$ cat src/rtl/ehw_pkg.sv
package ehw_pkg;
  localparam int PORTS_DEF = 4;
  localparam int QLEN_W_DEF = 8;

  // cyclic index fold for values in [0, 2n)
  function automatic int wrap(input int v, input int n);
    return (v >= n) ? v - n : v;
  endfunction
endpackage

$ cat src/rtl/ehw_weight.sv
module ehw_weight #(
  parameter int N  = ehw_pkg::PORTS_DEF,
  parameter int QW = ehw_pkg::QLEN_W_DEF,
  localparam int IW = $clog2(N),
  localparam int WW = QW + $clog2(N)
) (
  input  logic [N*N*QW-1:0] qlen_i,
  input  logic [N*IW-1:0]   perm_i,
  output logic [WW-1:0]     weight_o
);
  always_comb begin
    weight_o = '0;
    for (int i = 0; i < N; i++)
      weight_o += WW'(qlen_i[(i*N + int'(perm_i[i*IW +: IW]))*QW +: QW]);
  end
endmodule

$ cat src/rtl/ehw_walk.sv
module ehw_walk #(
  parameter int N = ehw_pkg::PORTS_DEF,
  localparam int IW = $clog2(N)
) (
  input  logic            clk_i,
  input  logic            rst_ni,
  input  logic            step_i,
  output logic [N*IW-1:0] perm_o
);
  logic [IW-1:0] perm_q [N];
  logic [IW-1:0] perm_n [N];
  logic [N-1:0]  dir_q, dir_n;  // per value, 1 = toward position 0
  logic          mob_hit;
  logic [IW-1:0] mob_v;
  int            mob_k, lo, hi, nb;

  always_comb begin
    mob_hit = 1'b0;
    mob_v   = '0;
    mob_k   = 0;
    for (int k = 0; k < N; k++) begin
      lo = (k == 0) ? 0 : k - 1;
      hi = (k == N - 1) ? N - 1 : k + 1;
      if (dir_q[perm_q[k]] ? (k > 0 && perm_q[lo] < perm_q[k])
                           : (k < N - 1 && perm_q[hi] < perm_q[k])) begin
        if (!mob_hit || perm_q[k] > mob_v) begin
          mob_hit = 1'b1;
          mob_v   = perm_q[k];
          mob_k   = k;
        end
      end
    end
    perm_n = perm_q;
    dir_n  = dir_q;
    nb     = 0;
    if (mob_hit) begin
      nb = dir_q[mob_v] ? mob_k - 1 : mob_k + 1;
      perm_n[mob_k] = perm_q[nb];
      perm_n[nb]    = mob_v;
      for (int v = 0; v < N; v++)
        if (IW'(v) > mob_v) dir_n[v] = ~dir_q[v];
    end else begin
      // end of sequence: one adjacent swap closes the cycle
      perm_n[0] = perm_q[1];
      perm_n[1] = perm_q[0];
      dir_n     = '1;
    end
  end

  always_ff @(posedge clk_i or negedge rst_ni) begin
    if (!rst_ni) begin
      for (int k = 0; k < N; k++) perm_q[k] <= IW'(k);
      dir_q <= '1;
    end else if (step_i) begin
      perm_q <= perm_n;
      dir_q  <= dir_n;
    end
  end

  always_comb
    for (int k = 0; k < N; k++) perm_o[k*IW +: IW] = perm_q[k];
endmodule

$ cat src/rtl/ehw_exhaust.sv
module ehw_exhaust #(
  parameter int N  = ehw_pkg::PORTS_DEF,
  parameter int QW = ehw_pkg::QLEN_W_DEF,
  localparam int IW = $clog2(N)
) (
  input  logic              clk_i,
  input  logic              rst_ni,
  input  logic              slot_i,
  input  logic [N*N*QW-1:0] qlen_i,
  input  logic [N*IW-1:0]   prev_i,
  output logic [N*IW-1:0]   cand_o
);
  import ehw_pkg::wrap;

  logic [IW-1:0] gptr_q [N];
  logic [IW-1:0] aptr_q [N];
  logic [IW-1:0] gnt_in [N];
  logic [IW-1:0] acc_out [N];
  logic [IW-1:0] cand [N];
  logic [N-1:0]  in_busy, out_busy, gnt_v, acc_v, out_used;
  logic          fill_hit;
  int            ii, jj;

  function automatic logic [QW-1:0] qat(input logic [N*N*QW-1:0] q, input int i, input int j);
    return q[(i*N + j)*QW +: QW];
  endfunction

  always_comb begin
    in_busy  = '0;
    out_busy = '0;
    for (int i = 0; i < N; i++) begin
      cand[i] = prev_i[i*IW +: IW];
      if (qat(qlen_i, i, int'(cand[i])) != '0) begin
        in_busy[i]        = 1'b1;
        out_busy[cand[i]] = 1'b1;
      end
    end
    // grant
    gnt_v = '0;
    ii    = 0;
    for (int j = 0; j < N; j++) begin
      gnt_in[j] = '0;
      for (int k = 0; k < N; k++) begin
        ii = wrap(int'(gptr_q[j]) + k, N);
        if (!gnt_v[j] && !out_busy[j] && !in_busy[ii] && qat(qlen_i, ii, j) != '0) begin
          gnt_v[j]  = 1'b1;
          gnt_in[j] = IW'(ii);
        end
      end
    end
    // accept
    acc_v = '0;
    jj    = 0;
    for (int i = 0; i < N; i++) begin
      acc_out[i] = '0;
      for (int k = 0; k < N; k++) begin
        jj = wrap(int'(aptr_q[i]) + k, N);
        if (!acc_v[i] && !in_busy[i] && gnt_v[jj] && gnt_in[jj] == IW'(i)) begin
          acc_v[i]   = 1'b1;
          acc_out[i] = IW'(jj);
        end
      end
    end
    out_used = out_busy;
    for (int i = 0; i < N; i++)
      if (acc_v[i]) begin
        cand[i]              = acc_out[i];
        out_used[acc_out[i]] = 1'b1;
      end
    // left-over fill keeps the result a full permutation
    fill_hit = 1'b0;
    for (int i = 0; i < N; i++) begin
      if (!in_busy[i] && !acc_v[i]) begin
        fill_hit = 1'b0;
        for (int j = 0; j < N; j++)
          if (!fill_hit && !out_used[j]) begin
            cand[i]     = IW'(j);
            out_used[j] = 1'b1;
            fill_hit    = 1'b1;
          end
      end
    end
    for (int i = 0; i < N; i++) cand_o[i*IW +: IW] = cand[i];
  end

  always_ff @(posedge clk_i or negedge rst_ni) begin
    if (!rst_ni) begin
      for (int i = 0; i < N; i++) begin
        gptr_q[i] <= '0;
        aptr_q[i] <= '0;
      end
    end else if (slot_i) begin
      for (int i = 0; i < N; i++)
        if (acc_v[i]) begin
          aptr_q[i]          <= IW'(wrap(int'(acc_out[i]) + 1, N));
          gptr_q[acc_out[i]] <= IW'(wrap(i + 1, N));
        end
    end
  end
endmodule

$ cat src/rtl/ehw_matcher.sv
module ehw_matcher #(
  parameter int N  = ehw_pkg::PORTS_DEF,
  parameter int QW = ehw_pkg::QLEN_W_DEF,
  localparam int IW = $clog2(N),
  localparam int WW = QW + $clog2(N)
) (
  input  logic              clk_i,
  input  logic              rst_ni,
  input  logic              slot_i,
  input  logic [N*N*QW-1:0] qlen_i,
  output logic [N*IW-1:0]   match_o,
  output logic [WW-1:0]     weight_o,
  output logic              valid_o
);
  logic [N*IW-1:0] match_q, walk_perm, exh_perm;
  logic [WW-1:0]   w_walk, w_exh, weight_q;
  logic            valid_q, take_walk;

  ehw_walk #(.N(N)) u_walk (
    .clk_i (clk_i),
    .rst_ni(rst_ni),
    .step_i(slot_i),
    .perm_o(walk_perm)
  );

  ehw_exhaust #(.N(N), .QW(QW)) u_exh (
    .clk_i (clk_i),
    .rst_ni(rst_ni),
    .slot_i(slot_i),
    .qlen_i(qlen_i),
    .prev_i(match_q),
    .cand_o(exh_perm)
  );

  ehw_weight #(.N(N), .QW(QW)) u_w_walk (
    .qlen_i  (qlen_i),
    .perm_i  (walk_perm),
    .weight_o(w_walk)
  );

  ehw_weight #(.N(N), .QW(QW)) u_w_exh (
    .qlen_i  (qlen_i),
    .perm_i  (exh_perm),
    .weight_o(w_exh)
  );

  // strict compare: ties stay with the held match
  assign take_walk = w_walk > w_exh;

  always_ff @(posedge clk_i or negedge rst_ni) begin
    if (!rst_ni) begin
      for (int i = 0; i < N; i++) match_q[i*IW +: IW] <= IW'(i);
      weight_q <= '0;
      valid_q  <= 1'b0;
    end else begin
      valid_q <= slot_i;
      if (slot_i) begin
        match_q  <= take_walk ? walk_perm : exh_perm;
        weight_q <= take_walk ? w_walk : w_exh;
      end
    end
  end

  assign match_o  = match_q;
  assign weight_o = weight_q;
  assign valid_o  = valid_q;
endmodule

$ cat config.mk
export PLATFORM = sky130hd
export DESIGN_NAME = ehw_matcher
export DESIGN_NICKNAME = d
export VERILOG_FILES = /design/src/rtl/ehw_pkg.sv /design/src/rtl/ehw_weight.sv /design/src/rtl/ehw_walk.sv /design/src/rtl/ehw_exhaust.sv /design/src/rtl/ehw_matcher.sv
export SDC_FILE = /design/constraint.sdc
export NUM_CORES = 1
export LEC_CHECK = 0
export BUFFER_PORTS_ARGS = -buffer_cell sky130_fd_sc_hd__buf_2
export CAP_MARGIN = 10
export CORE_UTILIZATION = 60
export CTS_CLUSTER_DIAMETER = 40
export DETAILED_ROUTE_END_ITERATION = 8
export GPL_ROUTABILITY_DRIVEN = 0
export PLACE_DENSITY = 0.82
export SKIP_LAST_GASP = 1
export SYNTH_ARGS = -nofsm -noshare
export SYNTH_HDL_FRONTEND = slang
export SYNTH_SLANG_ARGS = --single-unit
$ cat constraint.sdc
create_clock -name clk_i -period 24.7 [get_ports clk_i]
set_clock_uncertainty 0.05 [all_clocks]
set_input_delay 2.47 -clock clk_i [delete_from_list [all_inputs] [get_ports clk_i]]
set_output_delay 2.47 -clock clk_i [all_outputs]
set_load 0.03 [all_outputs]
# Word-level counts from Yosys, hierarchy flattened
# Cells that the tools add are included.
# W data, S select, Z words.
[totals] register_bits=47 latchBits=0 ramBits=0 mem_bits_ro=0 in_bits=131 out_inout_bits=19 memories=0
[op_classes] n_addsub=93 multipliers=0 div=0 magnitude_cmp=131 n_eq_ne=16 shifts=28 n_mux=399 bitwise_logic=42 n_reduce_logical=233
[op_table] operator="$shiftx A128 B32 Y8" count=25
[op_table] operator="$mux W32" count=38
[op_table] operator="$lt A32 B4 Y1 const B" count=32
[op_table] operator="$ge A32 B4 Y1 const B" count=24
[op_table] operator="$sub A32 B4 Y32 const B" count=24
[op_table] operator="$ge A32 B3 Y1 const B" count=18
[op_table] operator="$not A32 Y32" count=18
[op_table] operator="$shiftx A128 B6 Y8" count=3
[op_table] operator="$add A29 B3 Y29 const B" count=8
[op_table] operator="$mux W2" count=107
[op_table] operator="$mux W1" count=162
[op_table] operator="$reduce_bool A8 Y1" count=20
[op_table] operator="$logic_and A1 B1 Y1" count=118
[op_table] operator="$add A29 B2 Y29 const B" count=4
[op_table] operator="$logic_not A1 Y1" count=79
[op_table] operator="$bmux W1 S2" count=37
[op_table] operator="$bmux W2 S2" count=17
[op_table] operator="$lt A32 B1 Y1 const B" count=2
[op_table] operator="$mux W8" count=8
[op_table] operator="$mux W4" count=13
[op_table] operator="$add A2 B2 Y3 const B" count=16
[op_table] operator="$add A10 B8 Y10" count=4
[op_table] operator="$lt A2 B3 Y1 const B" count=13
[op_table] operator="$add A2 B1 Y3 const B" count=12
[op_table] operator="other kinds (34)" count=140

# Depth between registers and ports, before layout
[depth] word_depth=124 ltp_mapped=58 depth_no_buf=51

# Cells and area by module
# A second synthesis with hierarchy kept.
[unflattened] hier_cells=1356 area_unflattened_um2=11589.9
[modules_own_cells] module="ehw_exhaust" instances=1 cells_each=695 area_per_inst_um2=5112.4
[modules_own_cells] module="ehw_walk" instances=1 cells_each=225 area_per_inst_um2=1893.1
[modules_own_cells] module="ehw_weight (u_w_exh)" instances=1 cells_each=138 area_per_inst_um2=1564.0
[modules_own_cells] module="ehw_weight (u_w_walk)" instances=1 cells_each=140 area_per_inst_um2=1554.0
[modules_own_cells] module="ehw_matcher" instances=1 cells_each=158 area_per_inst_um2=1466.4

# Least setup slack after synthesis
# No wires, ideal clock.
[synth_timing] kind="input to register" startpoint="input port qlen_i[4]" endpoint="register weight_q[1], in the netlist weight_o[1]" setup_time_ps=137 t_arrival_ps=12191 t_required_ps=24513 setup_slack_ps=12323 stages=49 n_path_buf=5 path_cell_list="or4_4 o21ba_1 a2111oi_4 nand2_2 a21o_1 a22oi_2 mux2i_2 nand3_1 o211a_2 or2_2 nor2_1 nor4_1 o31ai_1 inv_1 ha_1 a221oi_2 and4_1 clkbuf_1 (+13 left out) inv_1 ha_1 a21o_1 a21oi_1 o21bai_1 a21oi_1 o21bai_1 a21oi_1 xor2_1 ha_1 nand3_1 a21oi_1 a211oi_1 a41oi_1 clkbuf_1 clkbuf_1 mux2i_1 a21oi_1"
[synth_between] elab_chain_len=92 word_cells_on_any_way=562 classes_between="add/sub: 9; order compare: 9; eq/ne: 12; shift: 28; mux: 289; bitwise: 7; reduce/logical: 208"
[synth_lines] item="start: declaration" line="ehw_matcher.sv:10" rtl="input logic [N*N*QW-1:0] qlen_i,"
[synth_lines] item="parallel branches: the longest is 91 deep, another holds $shiftx A128 B6 Y8"
[synth_lines] item="$mux W10 *" line="ehw_matcher.sv:59" rtl="weight_q <= take_walk ? w_walk : w_exh;"
[synth_lines] item="end signal: assignment" line="ehw_matcher.sv:59"
[synth_lines] item="end: declaration" line="ehw_matcher.sv:16" rtl="logic [WW-1:0] w_walk, w_exh, weight_q;"
# Every way passes the cells marked *. The select of a mux whose other input is x is not followed.
# A chain may end at the register's enable or synchronous reset.

# Final worst setup path
[layout_timing] startpoint="input port qlen_i[95]" endpoint="register match_q[5], in the netlist match_o[5]"
[layout_between] elab_chain_len=92 word_cells_on_any_way=554 classes_between="add/sub: 9; order compare: 9; eq/ne: 12; shift: 24; mux: 289; bitwise: 7; reduce/logical: 204"
[layout_lines] item="parallel branches: the longest is 91 deep, another holds $shiftx A128 B6 Y8"
[layout_lines] item="$mux W8 *" line="ehw_matcher.sv:58" rtl="match_q <= take_walk ? walk_perm : exh_perm;"
[layout_lines] item="end signal: assignment" line="ehw_matcher.sv:58"
[layout_lines] item="end: declaration" line="ehw_matcher.sv:15" rtl="logic [N*IW-1:0] match_q, walk_perm, exh_perm;"
# Marked as above.

==> results.yml <==
critical_path:
  worst_path_largest_cell_delay_ns: 0.94
  r2r_cells: 41
  cp-end-kind: "register"
  r2r-start: "match_o[5]$_DFFE_PN1P_"
  path_max_fanout: 29
  crit_slowest_cell: "a41oi_2"
  regToRegEndpoint: "match_o[5]$_DFFE_PN1P_"
  crit_required_ns: 24.88
  critical_path_class: "in -> reg"
  cp_data_arrival_time_ns: 15.28
  timing.critical_path.mode_cell: "a21oi_1"
  crit_path_start_kind: "primary input"
  rrSetupSlack_ns: 11.43
status:
  status: "finished, final reports clean"
synthesis:
  synth-seq-cells: 47
  yosys_most_used_dff: "dfrtp_1"
  synth_cell_types: 121
  synth-async-reset-ratio_pct: 100
  ys_seq_area_share_pct: 10.1
  synth_edf_count: 0
  synth_area_per_cell_sq_um: 8.21
  synth_area_sq_mm: 0.0118
  syn_nets: 1684
  ys_warn_count: 0
  syn_inst: 1432
layout:
  final_nets: 1786
  areaGrowthSynthToFinish_pct: 8.80
  drive_gt1_share_pct: 22.3
floorplanning:
  core-area_sq_mm: 0.0190
  start_util_pct: 62.0
  fp.dieH_microns: 142
  die_w_microns: 142
  io_pins: 150
  core.rowCount: 50
  dieArea_sq_mm: 0.0202
cts:
  clkTransAtPathRegs_ns: 0.07
  cts_resized: 0
  cts_hold_buf: 0
  htreeDepth: 2
  clkSinkCount: 47
  cts_tree: "yes"
  root_buffer: "clkbuf_16"
  cts_buffers: 5
  clock_latency_ns: 0.30
  cts_setup_buffers: 0
  clockBufferDepth: 2
hold_path:
  holdCritPathClass: "reg -> reg"
  min_path_cells: 1
  hold_path_end: "weight_o[3]$_DFFE_PN0P_"
  min-delay-start: "weight_o[3]$_DFFE_PN0P_"
timing:
  tightest_slew_ns: 1.19
  rsz0062_at_grt: "no"
  fin_setup_tns_ns: 0
  slew_headroom_pct: 20.7
  setup_viol: 0
  period_minus_slack_ns: 15.10
  report.final.slew_viol_count: 0
  fmax_mhz: 66.2
  post-route-period-util_pct: 61.1
  hold_viol_final: 0
route:
  drcViolationCount: 0
  vias: 12800
  firstDrtPassIters: 8
  viasPerCell: 7.13
  postRouteAntennaNets: 0
  wl_per_cell_microns: 22.7
  drt_iter0_markers: 1867
  routed_wl_mm: 40.8
job:
  cap_violations: 0
grt:
  grt_pass1_vias: 12000
  antenna_found_initial: 2
  track_usage_pct: 40.6
  grt_start_max_net_pins: 49
  grt_pass1_wl_mm: 63.9
  overflow: 0
place:
  port_buffers: 149
  dp_hpwl_mm: 32.3
-- synthesized netlist by cell type, types with 18 or more instances --
cell,instances,area share [%]
nor4_1,26,1.4
o21ai_0,55,2.3
nand2_1,124,4.0
o21bai_1,18,1.1
mux2i_1,82,7.0
nor2_1,119,3.8
clkbuf_1,38,1.2
ha_1,100,11
a21oi_1,115,4.9
dfrtp_1,35,7.5
and2_1,18,0.96
nand3_1,43,1.8
mux4_2,41,7.9
nand4_1,20,1.1
xnor2_1,21,1.6
mux2_2,23,2.2
inv_1,81,2.6
fa_1,21,3.6
-- sequential cells by signal (all words and copies together), names as in the netlist --
signal	cells
u_exh.aptr_q	8
valid_o	1
match_o	8
weight_o	10
u_walk.dir_q	4
u_exh.gptr_q	8
u_walk.perm_o	8
-- layout by cell type (no fill, tap or decap), drive strengths merged, types with 17 or more instances in the layout --
master and instances:
o22ai 17, a21oi 117, a22oi 17, mux2i 83, a31oi 18, nand2 125
nand2b 17, nand3 44, o21ai 66, dfrtp 35, nor2 121, o21bai 19
mux4 41, nor4 41, xnor2 21, fa 21, mux2 23, nand4 23
buf 164, inv 84, and2 18, ha 100, nor3 23
-- through the flow --
step / cell area [sq um] / std cells / util (%) / setup slack, ns / hold WS [ns]
floorplan: 11800 / 1432 / - / 12.32 / 0.465
global placement: 12600 / 1785 / 66.5 / 10.02 / 0.476
detailed placement: 12600 / 1785 / 66.5 / 9.61 / 0.476
CTS: 12800 / 1793 / 67.3 / 9.86 / 0.493
global route: 12800 / 1797 / 67.5 / 8.76 / 0.508
finish: 12800 / 1797 / 67.5 / 9.60 / 0.488
-- cell families after synthesis --
logic type | synth area share, %
compound gates | 27.5
xor+xnor | 1.94
fa+ha+maj | 14.4
buf+inv | 5.64
flops | 10.1
mux | 17.2
simple gates | 23.2
-- critical path, delay by kind of cell --
kind            cells  cell delay (ns)
compound gates     21             6.17
xor+xnor            1             0.13
fa+ha+maj           4             1.38
buf+inv             4             0.75
mux                 1             0.18
simple gates       11             4.18
-- layout make-up --
cell class	count	area [sq um]
clock inverter	3	27.5
fill	1593	6170
multi-input combinational	1230	9930
sequential	47	1190
timing repair buffer	164	860
tap	260	325
clock buffer	5	125
antenna	2	5.00
inverter	86	323
-- how the worst max path moves through the flow --
stage / from / to / slack [ns]
after CTS: qlen_i[71] / match_o[3]$_DFFE_PN0P_ / 9.86
final: qlen_i[95] / match_o[5]$_DFFE_PN1P_ / 9.60
after global placement: qlen_i[71] / match_o[3]$_DFFE_PN0P_ / 10.02
after floorplan: qlen_i[4] / weight_o[1]$_DFFE_PN0P_ / 12.32
after global routing: qlen_i[79] / match_o[6]$_DFFE_PN1P_ / 8.76
after detailed placement: qlen_i[71] / match_o[3]$_DFFE_PN0P_ / 9.61
-- metal layers --
metal	routed length (microns)	GRT usage, %	vias up
li1	-	-	5701
met1	15500	53.8	5998
met2	17600	62.8	941
met3	5500	8.21	180
met4	2180	20.7	0
met5	0	0	-
Power is left out: the tool's default activity adds up to more than one toggle a clock period on the data nets, which glitch-free logic cannot reach.
